File: src/rtl/mem_guard_pkg.sv
package mem_guard_pkg;

    localparam int CODE_W = 12;
    localparam int CAUSE_W = 3;

    // cause field positions
    localparam int CAUSE_RD = 0;
    localparam int CAUSE_WR = 1;
    localparam int CAUSE_EX = 2;

    localparam logic [CODE_W-1:0] CODE_MEM = 12'h431;
    localparam logic [CODE_W-1:0] CODE_PER = 12'h432;

    // classification of the current access
    typedef enum logic [1:0] {
        FK_GRANT  = 2'd0,  // access allowed, nothing to record
        FK_MEM_RD = 2'd1,  // refused load
        FK_MEM_WR = 2'd2,  // refused store outside peripheral window
        FK_PER_WR = 2'd3   // refused store inside peripheral window
    } fault_kind_e;

endpackage

File: src/rtl/mg_range_bank.sv
module mg_range_bank #(
    parameter int N  = 4,
    parameter int AW = 32
) (
    input  logic [AW-1:0]   addr,
    input  logic [N*AW-1:0] lo,
    input  logic [N*AW-1:0] hi,
    input  logic [N-1:0]    grant,
    output logic            hit
);
    logic [N-1:0] hit_vec;

    for (genvar g = 0; g < N; g++) begin : g_reg
        logic [AW-1:0] lo_g;
        logic [AW-1:0] hi_g;
        assign lo_g = lo[g*AW +: AW];
        assign hi_g = hi[g*AW +: AW];
        assign hit_vec[g] = grant[g] && (addr >= lo_g) && (addr <= hi_g);
    end

    assign hit = |hit_vec;
endmodule

File: src/rtl/mg_decide.sv
module mg_decide
    import mem_guard_pkg::*;
#(
    parameter int AW = 32
) (
    input  logic          prot_en,
    input  logic          write,
    input  logic          via_sp,
    input  logic          sp_only,
    input  logic [AW-1:0] addr,
    input  logic          ins_hit,
    input  logic          dat_hit,
    input  logic [AW-1:0] stk_lo,
    input  logic [AW-1:0] stk_hi,
    input  logic [AW-1:0] per_base,
    input  logic [AW-1:0] per_mask,
    input  logic          per_wr_en,
    output logic          allow,
    output fault_kind_e   kind
);
    logic [AW-1:0] per_lo;
    logic [AW-1:0] per_hi;
    logic          in_per;
    logic          in_stk;
    logic          dat_ok;
    logic          per_ok;
    logic          ok;

    assign per_lo = per_base & ~per_mask;
    assign per_hi = per_base | per_mask;
    assign in_per = (addr >= per_lo) && (addr <= per_hi);
    assign in_stk = (addr >= stk_lo) && (addr <= stk_hi);
    assign dat_ok = dat_hit && (!sp_only || via_sp);
    assign per_ok = in_per && (!write || per_wr_en);

    always_comb begin
        ok = per_ok || in_stk || dat_ok;
        if (!write) begin
            ok = ok || ins_hit;
        end
    end

    assign allow = !prot_en || ok;

    always_comb begin
        if (allow) begin
            kind = FK_GRANT;
        end else if (!write) begin
            kind = FK_MEM_RD;
        end else if (in_per) begin
            kind = FK_PER_WR;
        end else begin
            kind = FK_MEM_WR;
        end
    end
endmodule

File: src/rtl/mg_fault_rec.sv
module mg_fault_rec
    import mem_guard_pkg::*;
#(
    parameter int AW = 32,
    parameter int TW = 8,
    parameter logic [AW-1:0] TRAP_VEC = 'h30
) (
    input  logic               clk,
    input  logic               rst_n,
    input  logic               strobe,
    input  fault_kind_e        kind,
    input  logic [AW-1:0]      addr,
    input  logic [AW-1:0]      pc,
    input  logic [TW-1:0]      tid,
    output logic [CODE_W-1:0]  fault_code,
    output logic               redirect,
    output logic [AW-1:0]      redirect_vec,
    output logic [CAUSE_W-1:0] mem_cause,
    output logic [AW-1:0]      mem_addr_rec,
    output logic [TW-1:0]      mem_tid_rec,
    output logic [AW-1:0]      per_pc_rec,
    output logic [TW-1:0]      per_tid_rec
);
    fault_kind_e ev;

    assign ev = strobe ? kind : FK_GRANT;

    always_ff @(posedge clk or negedge rst_n) begin
        if (!rst_n) begin
            fault_code   <= '0;
            redirect     <= 1'b0;
            redirect_vec <= '0;
            mem_cause    <= '0;
            mem_addr_rec <= '0;
            mem_tid_rec  <= '0;
            per_pc_rec   <= '0;
            per_tid_rec  <= '0;
        end else begin
            redirect     <= 1'b0;
            redirect_vec <= '0;
            unique case (ev)
                FK_GRANT: begin
                end
                FK_MEM_RD: begin
                    fault_code             <= CODE_MEM;
                    mem_cause[CAUSE_WR]    <= 1'b0;
                    mem_cause[CAUSE_EX]    <= 1'b0;
                    mem_cause[CAUSE_RD]    <= 1'b1;
                    mem_addr_rec           <= addr;
                    mem_tid_rec            <= tid;
                    redirect               <= 1'b1;
                    redirect_vec           <= TRAP_VEC;
                end
                FK_MEM_WR: begin
                    fault_code             <= CODE_MEM;
                    mem_cause[CAUSE_RD]    <= 1'b0;
                    mem_cause[CAUSE_EX]    <= 1'b0;
                    mem_cause[CAUSE_WR]    <= 1'b1;
                    mem_addr_rec           <= addr;
                    mem_tid_rec            <= tid;
                    redirect               <= 1'b1;
                    redirect_vec           <= TRAP_VEC;
                end
                FK_PER_WR: begin
                    fault_code  <= CODE_PER;
                    per_pc_rec  <= pc;
                    per_tid_rec <= tid;
                end
                default: begin
                end
            endcase
        end
    end
endmodule

File: src/rtl/mem_guard.sv
module mem_guard
    import mem_guard_pkg::*;
#(
    parameter int AW = 32,
    parameter int TW = 8,
    parameter int NI = 4,
    parameter int ND = 4,
    parameter logic [AW-1:0] TRAP_VEC = 'h30
) (
    input  logic               clk,
    input  logic               rst_n,
    input  logic               prot_en,
    input  logic               acc_valid,
    input  logic [AW-1:0]      acc_addr,
    input  logic               acc_write,
    input  logic               acc_via_sp,
    input  logic [AW-1:0]      cur_pc,
    input  logic [TW-1:0]      task_id,
    input  logic [NI*AW-1:0]   ireg_lo,
    input  logic [NI*AW-1:0]   ireg_hi,
    input  logic [NI-1:0]      ireg_en,
    input  logic [NI-1:0]      ireg_rd,
    input  logic [ND*AW-1:0]   dreg_lo,
    input  logic [ND*AW-1:0]   dreg_hi,
    input  logic [ND-1:0]      dreg_en,
    input  logic [ND-1:0]      dreg_rd,
    input  logic [ND-1:0]      dreg_wr,
    input  logic               sp_only,
    input  logic [AW-1:0]      stk_lo,
    input  logic [AW-1:0]      stk_hi,
    input  logic [AW-1:0]      per_base,
    input  logic [AW-1:0]      per_mask,
    input  logic               per_wr_en,
    output logic               acc_allow,
    output logic [CODE_W-1:0]  fault_code,
    output logic               redirect,
    output logic [AW-1:0]      redirect_vec,
    output logic [CAUSE_W-1:0] mem_cause,
    output logic [AW-1:0]      mem_addr_rec,
    output logic [TW-1:0]      mem_tid_rec,
    output logic [AW-1:0]      per_pc_rec,
    output logic [TW-1:0]      per_tid_rec
);
    logic [NI-1:0] ins_grant;
    logic [ND-1:0] dat_grant;
    logic          ins_hit;
    logic          dat_hit;
    fault_kind_e   kind;

    assign ins_grant = ireg_en & ireg_rd;
    assign dat_grant = dreg_en & (acc_write ? dreg_wr : dreg_rd);

    mg_range_bank #(.N(NI), .AW(AW)) u_ins (
        .addr  (acc_addr),
        .lo    (ireg_lo),
        .hi    (ireg_hi),
        .grant (ins_grant),
        .hit   (ins_hit)
    );

    mg_range_bank #(.N(ND), .AW(AW)) u_dat (
        .addr  (acc_addr),
        .lo    (dreg_lo),
        .hi    (dreg_hi),
        .grant (dat_grant),
        .hit   (dat_hit)
    );

    mg_decide #(.AW(AW)) u_dec (
        .prot_en   (prot_en),
        .write     (acc_write),
        .via_sp    (acc_via_sp),
        .sp_only   (sp_only),
        .addr      (acc_addr),
        .ins_hit   (ins_hit),
        .dat_hit   (dat_hit),
        .stk_lo    (stk_lo),
        .stk_hi    (stk_hi),
        .per_base  (per_base),
        .per_mask  (per_mask),
        .per_wr_en (per_wr_en),
        .allow     (acc_allow),
        .kind      (kind)
    );

    mg_fault_rec #(.AW(AW), .TW(TW), .TRAP_VEC(TRAP_VEC)) u_rec (
        .clk          (clk),
        .rst_n        (rst_n),
        .strobe       (acc_valid),
        .kind         (kind),
        .addr         (acc_addr),
        .pc           (cur_pc),
        .tid          (task_id),
        .fault_code   (fault_code),
        .redirect     (redirect),
        .redirect_vec (redirect_vec),
        .mem_cause    (mem_cause),
        .mem_addr_rec (mem_addr_rec),
        .mem_tid_rec  (mem_tid_rec),
        .per_pc_rec   (per_pc_rec),
        .per_tid_rec  (per_tid_rec)
    );
endmodule

File: config.mk
export PLATFORM = sky130hd
export DESIGN_NAME = mem_guard
export DESIGN_NICKNAME = d
export VERILOG_FILES = /design/src/rtl/mem_guard_pkg.sv /design/src/rtl/mg_range_bank.sv /design/src/rtl/mg_decide.sv /design/src/rtl/mg_fault_rec.sv /design/src/rtl/mem_guard.sv
export SDC_FILE = /design/constraint.sdc
export NUM_CORES = 1
export LEC_CHECK = 0
export ABC_AREA = 0
export BUFFER_PORTS_ARGS = -buffer_cell sky130_fd_sc_hd__buf_2
export CAP_MARGIN = 25
export CORE_AREA = 2 2 339 341
export CTS_BUF_LIST = sky130_fd_sc_hd__clkbuf_4
export CTS_CLUSTER_SIZE = 20
export DETAILED_ROUTE_END_ITERATION = 10
export DIE_AREA = 0 0 341 343
export GPL_TIMING_DRIVEN = 0
export PLACE_DENSITY = 0.42
export SYNTH_ARGS = -nofsm -noshare
export SYNTH_HDL_FRONTEND = slang
export SYNTH_SLANG_ARGS = --single-unit
File: constraint.sdc
create_clock -name clk -period 4.56 [get_ports clk]
set_input_delay 0.456 -clock clk [delete_from_list [all_inputs] [get_ports clk]]
set_output_delay 0.456 -clock clk [all_outputs]
set_load 0.03 [all_outputs]
==> reports/qor.txt <==
status = completed
CP required = 4.91 ns
Die W = 341 um
DP HPWL = 98960 um
fin crit share = 98.54%
effective utilization at floorplan = 17.42%
placed cell areas = 26450 um^2
fmax = 222.5 MHz
Setup Total Neg Slack = 0 ns
first-pass GRT wire length = 151800 um
Slew HR = 25.09%
fin area = 26870 um^2
initial antenna violation count = 43
GPL Wtd Cong = 0.8807
post-synth cell types = 73
largest net degree at the start of global routing = 63
buffer depth of the longest clock path = 2
Vias = 21070
Post-synth EDFFs = 0
Seq cells post-synth = 86
Core Util, Final = 23.69%
critical-path maximum fanout = 15
Die Ht = 343 um
detail-routed via count per cell = 4.282
Worst-Margin Slew = 1.113 ns
fillers = 12790
R2R Setup Slk = 3.72 ns
WL/cell = 22.94 um
post-layout minimum cycle time = 4.494 ns
layout cells sized above 1 = 30.86%
Final ANT Viol Nets = 0
total grt overflow = 0
yosys warns = 0
1st-iter DRT viols = 924
endpoints failing hold = 0
final wirelength = 112900 um
min-delay worst type = in2reg
P per Cell Area = 173.4 nW/um^2
vias in the first global route = 20790
DRC viols = 0
gr usage total = 18.42%
final setup violation count = 0
Max-Cap Viols = 0
Synth async-reset ratio = 100.0%
Core Region = 113400 um^2
Final nets = 4776
clock buffer count from CTS = 9
P_leak = 15.93 nW
Die Footprint = 117000 um^2
Worst VDD drop = 166.1 uV
post-synthesis sequential area ratio = 10.89%
Critical Path End Type = flop
Ports = 869
Clock Skew = 0 ns
Synth Cell Area = 19760 um^2
Slew Viols, Final = 0
most used flip-flop cell after synthesis = dfrtp_1
Root Buffer = clkbuf_4
Syn-to-layout area delta = 35.95%
TritonCTS clock tree = yes
number of port buffers = 829
Mapped Avg Cell Area = 7.965 um^2
crit path DAT = 4.84 ns
DRT Pass-1 Iters = 5
H-tree levels = 3
worst-skew pair later-pin latency = 0.45 ns
worst setup path category = in2reg
Cells after Synth = 2481
clk slew on worst S/H paths = 0.18 ns
row count = 124
CP Launch Type = input port
Sink Count = 86
-- path summary, 6_finish.rpt --
kind                                                        start  cells after the start                            endpoint
worst max-delay path                                 acc_addr[25]                     17  u_rec.mem_addr_rec[18]$_DFFE_PN0P_
min in group asynchronous                                   rst_n                      2     u_rec.per_pc_rec[9]$_DFFE_PN0N_
max in group asynchronous                                   rst_n                      3  u_rec.mem_addr_rec[17]$_DFFE_PN0P_
worst min register to register  u_rec.mem_addr_rec[0]$_DFFE_PN0P_                      2   u_rec.mem_addr_rec[0]$_DFFE_PN0P_
worst min-delay path                                    cur_pc[1]                      2     u_rec.per_pc_rec[1]$_DFFE_PN0N_
worst max register to register   u_rec.per_tid_rec[0]$_DFFE_PN0N_                      1    u_rec.per_tid_rec[0]$_DFFE_PN0N_
-- where the power goes --
group          switching (mW)  internal (mW)
combinational            1.92           1.21
sequential              0.108          0.991
clock                   0.310          0.117
-- stage by stage --
| stage | hold slack (ns) | worst slack, ns | total power, mW | std cells |
|---|---|---|---|---|
| global placement | 0.4633 | -3.603 | 4.165 | 4859 |
| finish | 0.1939 | 0.06643 | 4.658 | 4921 |
| global route | 0.1521 | -0.04180 | 5.033 | 4915 |
| floorplan | 0.1604 | 0.3811 | 2.862 | 2518 |
| detailed placement | 0.4001 | -2.458 | 4.249 | 4887 |
| CTS | 0.1712 | 0.008055 | 4.704 | 4905 |
-- cells in the mapped netlist (all sizes together) (35+ instances only) --
library cell	n	area share, %
nand3	35	0.89
inv	584	11
nor2	81	1.6
nand4	121	3.9
a21o	105	4.0
nand2b	41	1.4
dfrtp	86	11
ha	645	41
buf	43	1.6
a21oi	216	5.5
o21ai	83	2.1
mux2	84	4.8
nand2	116	2.2
-- repair_timing --
| action | 4_1_cts | 5_1_grt |
|---|---|---|
| setup endpoints to repair | 87 | 80 |
| gates resized for setup | 58 | 12 |
| hold buffers | 1 | 0 |
| pin swaps | 6 | 6 |
| buffers inserted | 3 | 3 |
| hold endpoints to repair | 24 | 0 |
-- sequential cells by signal, summed over array words and instances (netlist names) --
signal and count:
u_rec.mem_addr_rec 32, u_rec.per_pc_rec 32, u_rec.mem_tid_rec 8, u_rec.per_tid_rec 8, u_rec.fault_code 3, u_rec.mem_cause 2
u_rec.redirect_vec 1
-- cell usage in the layout, fill, tap and decap left out, types with 20 or more instances in the layout --
master / n
nand3_1: 35
buf_4: 73
nand2b_1: 39
buf_2: 807
nor2b_1: 20
dfrtp_1: 86
ha_1: 643
nor2_1: 80
a211oi_1: 21
mux2_2: 81
inv_1: 583
o21ai_0: 79
nand2_1: 116
buf_12: 20
a21o_1: 105
conb_1: 38
a21oi_1: 214
nand4_1: 120
-- routing by layer --
metal  wire, um  up-vias  track usage [%]
met4       1868       26            3.019
met2      54040      621            32.16
met3       6198       94            3.086
met5        184        -                0
li1           -    10490                -
met1      50620     9841            23.99
-- area by class of cell --
class                           instances  area (um^2)  area share [%]
Multi-Input combinational cell       1795        15300           56.95
Timing Repair Buffer                  864         4775           17.77
Inverter                              584         2197           8.178
Sequential cell                        86         2152           8.010
Tap cell                             1512         1892           7.042
Buffer                                 51        396.6           1.476
Clock buffer                            9        67.56          0.2515
Clock inverter                          7        53.80          0.2003
Antenna cell                           13        32.53          0.1211
-- logic make-up after synthesis --
family                   Yosys count  share of synthesized area [%]
flip-flops                        86                          10.89
other                              1                        0.01898
AO/OA/AOI/OAI                    540                          17.53
AND/OR/NAND/NOR                  487                          12.97
adder cells (fa/ha/maj)          645                          40.84
multiplexers                      85                          4.837
buffers and inverters            637                          12.92
-- critical path, stage by stage --
cell and delay, ns:
buf_2 0.23, buf_12 0.22, ha_1 0.35, nand4_1 0.15, nor4bb_2 0.37, buf_2 0.25
nand3_1 0.35, nand2_1 0.19, a21oi_1 0.15, a211oi_2 0.25, buf_4 0.16, nor4_4 0.04
buf_4 0.17, o211ai_1 0.51, ha_4 0.31, clkbuf_8 0.22, mux2_2 0.36
No activity file was read; power rests on OpenSTA's default activity.
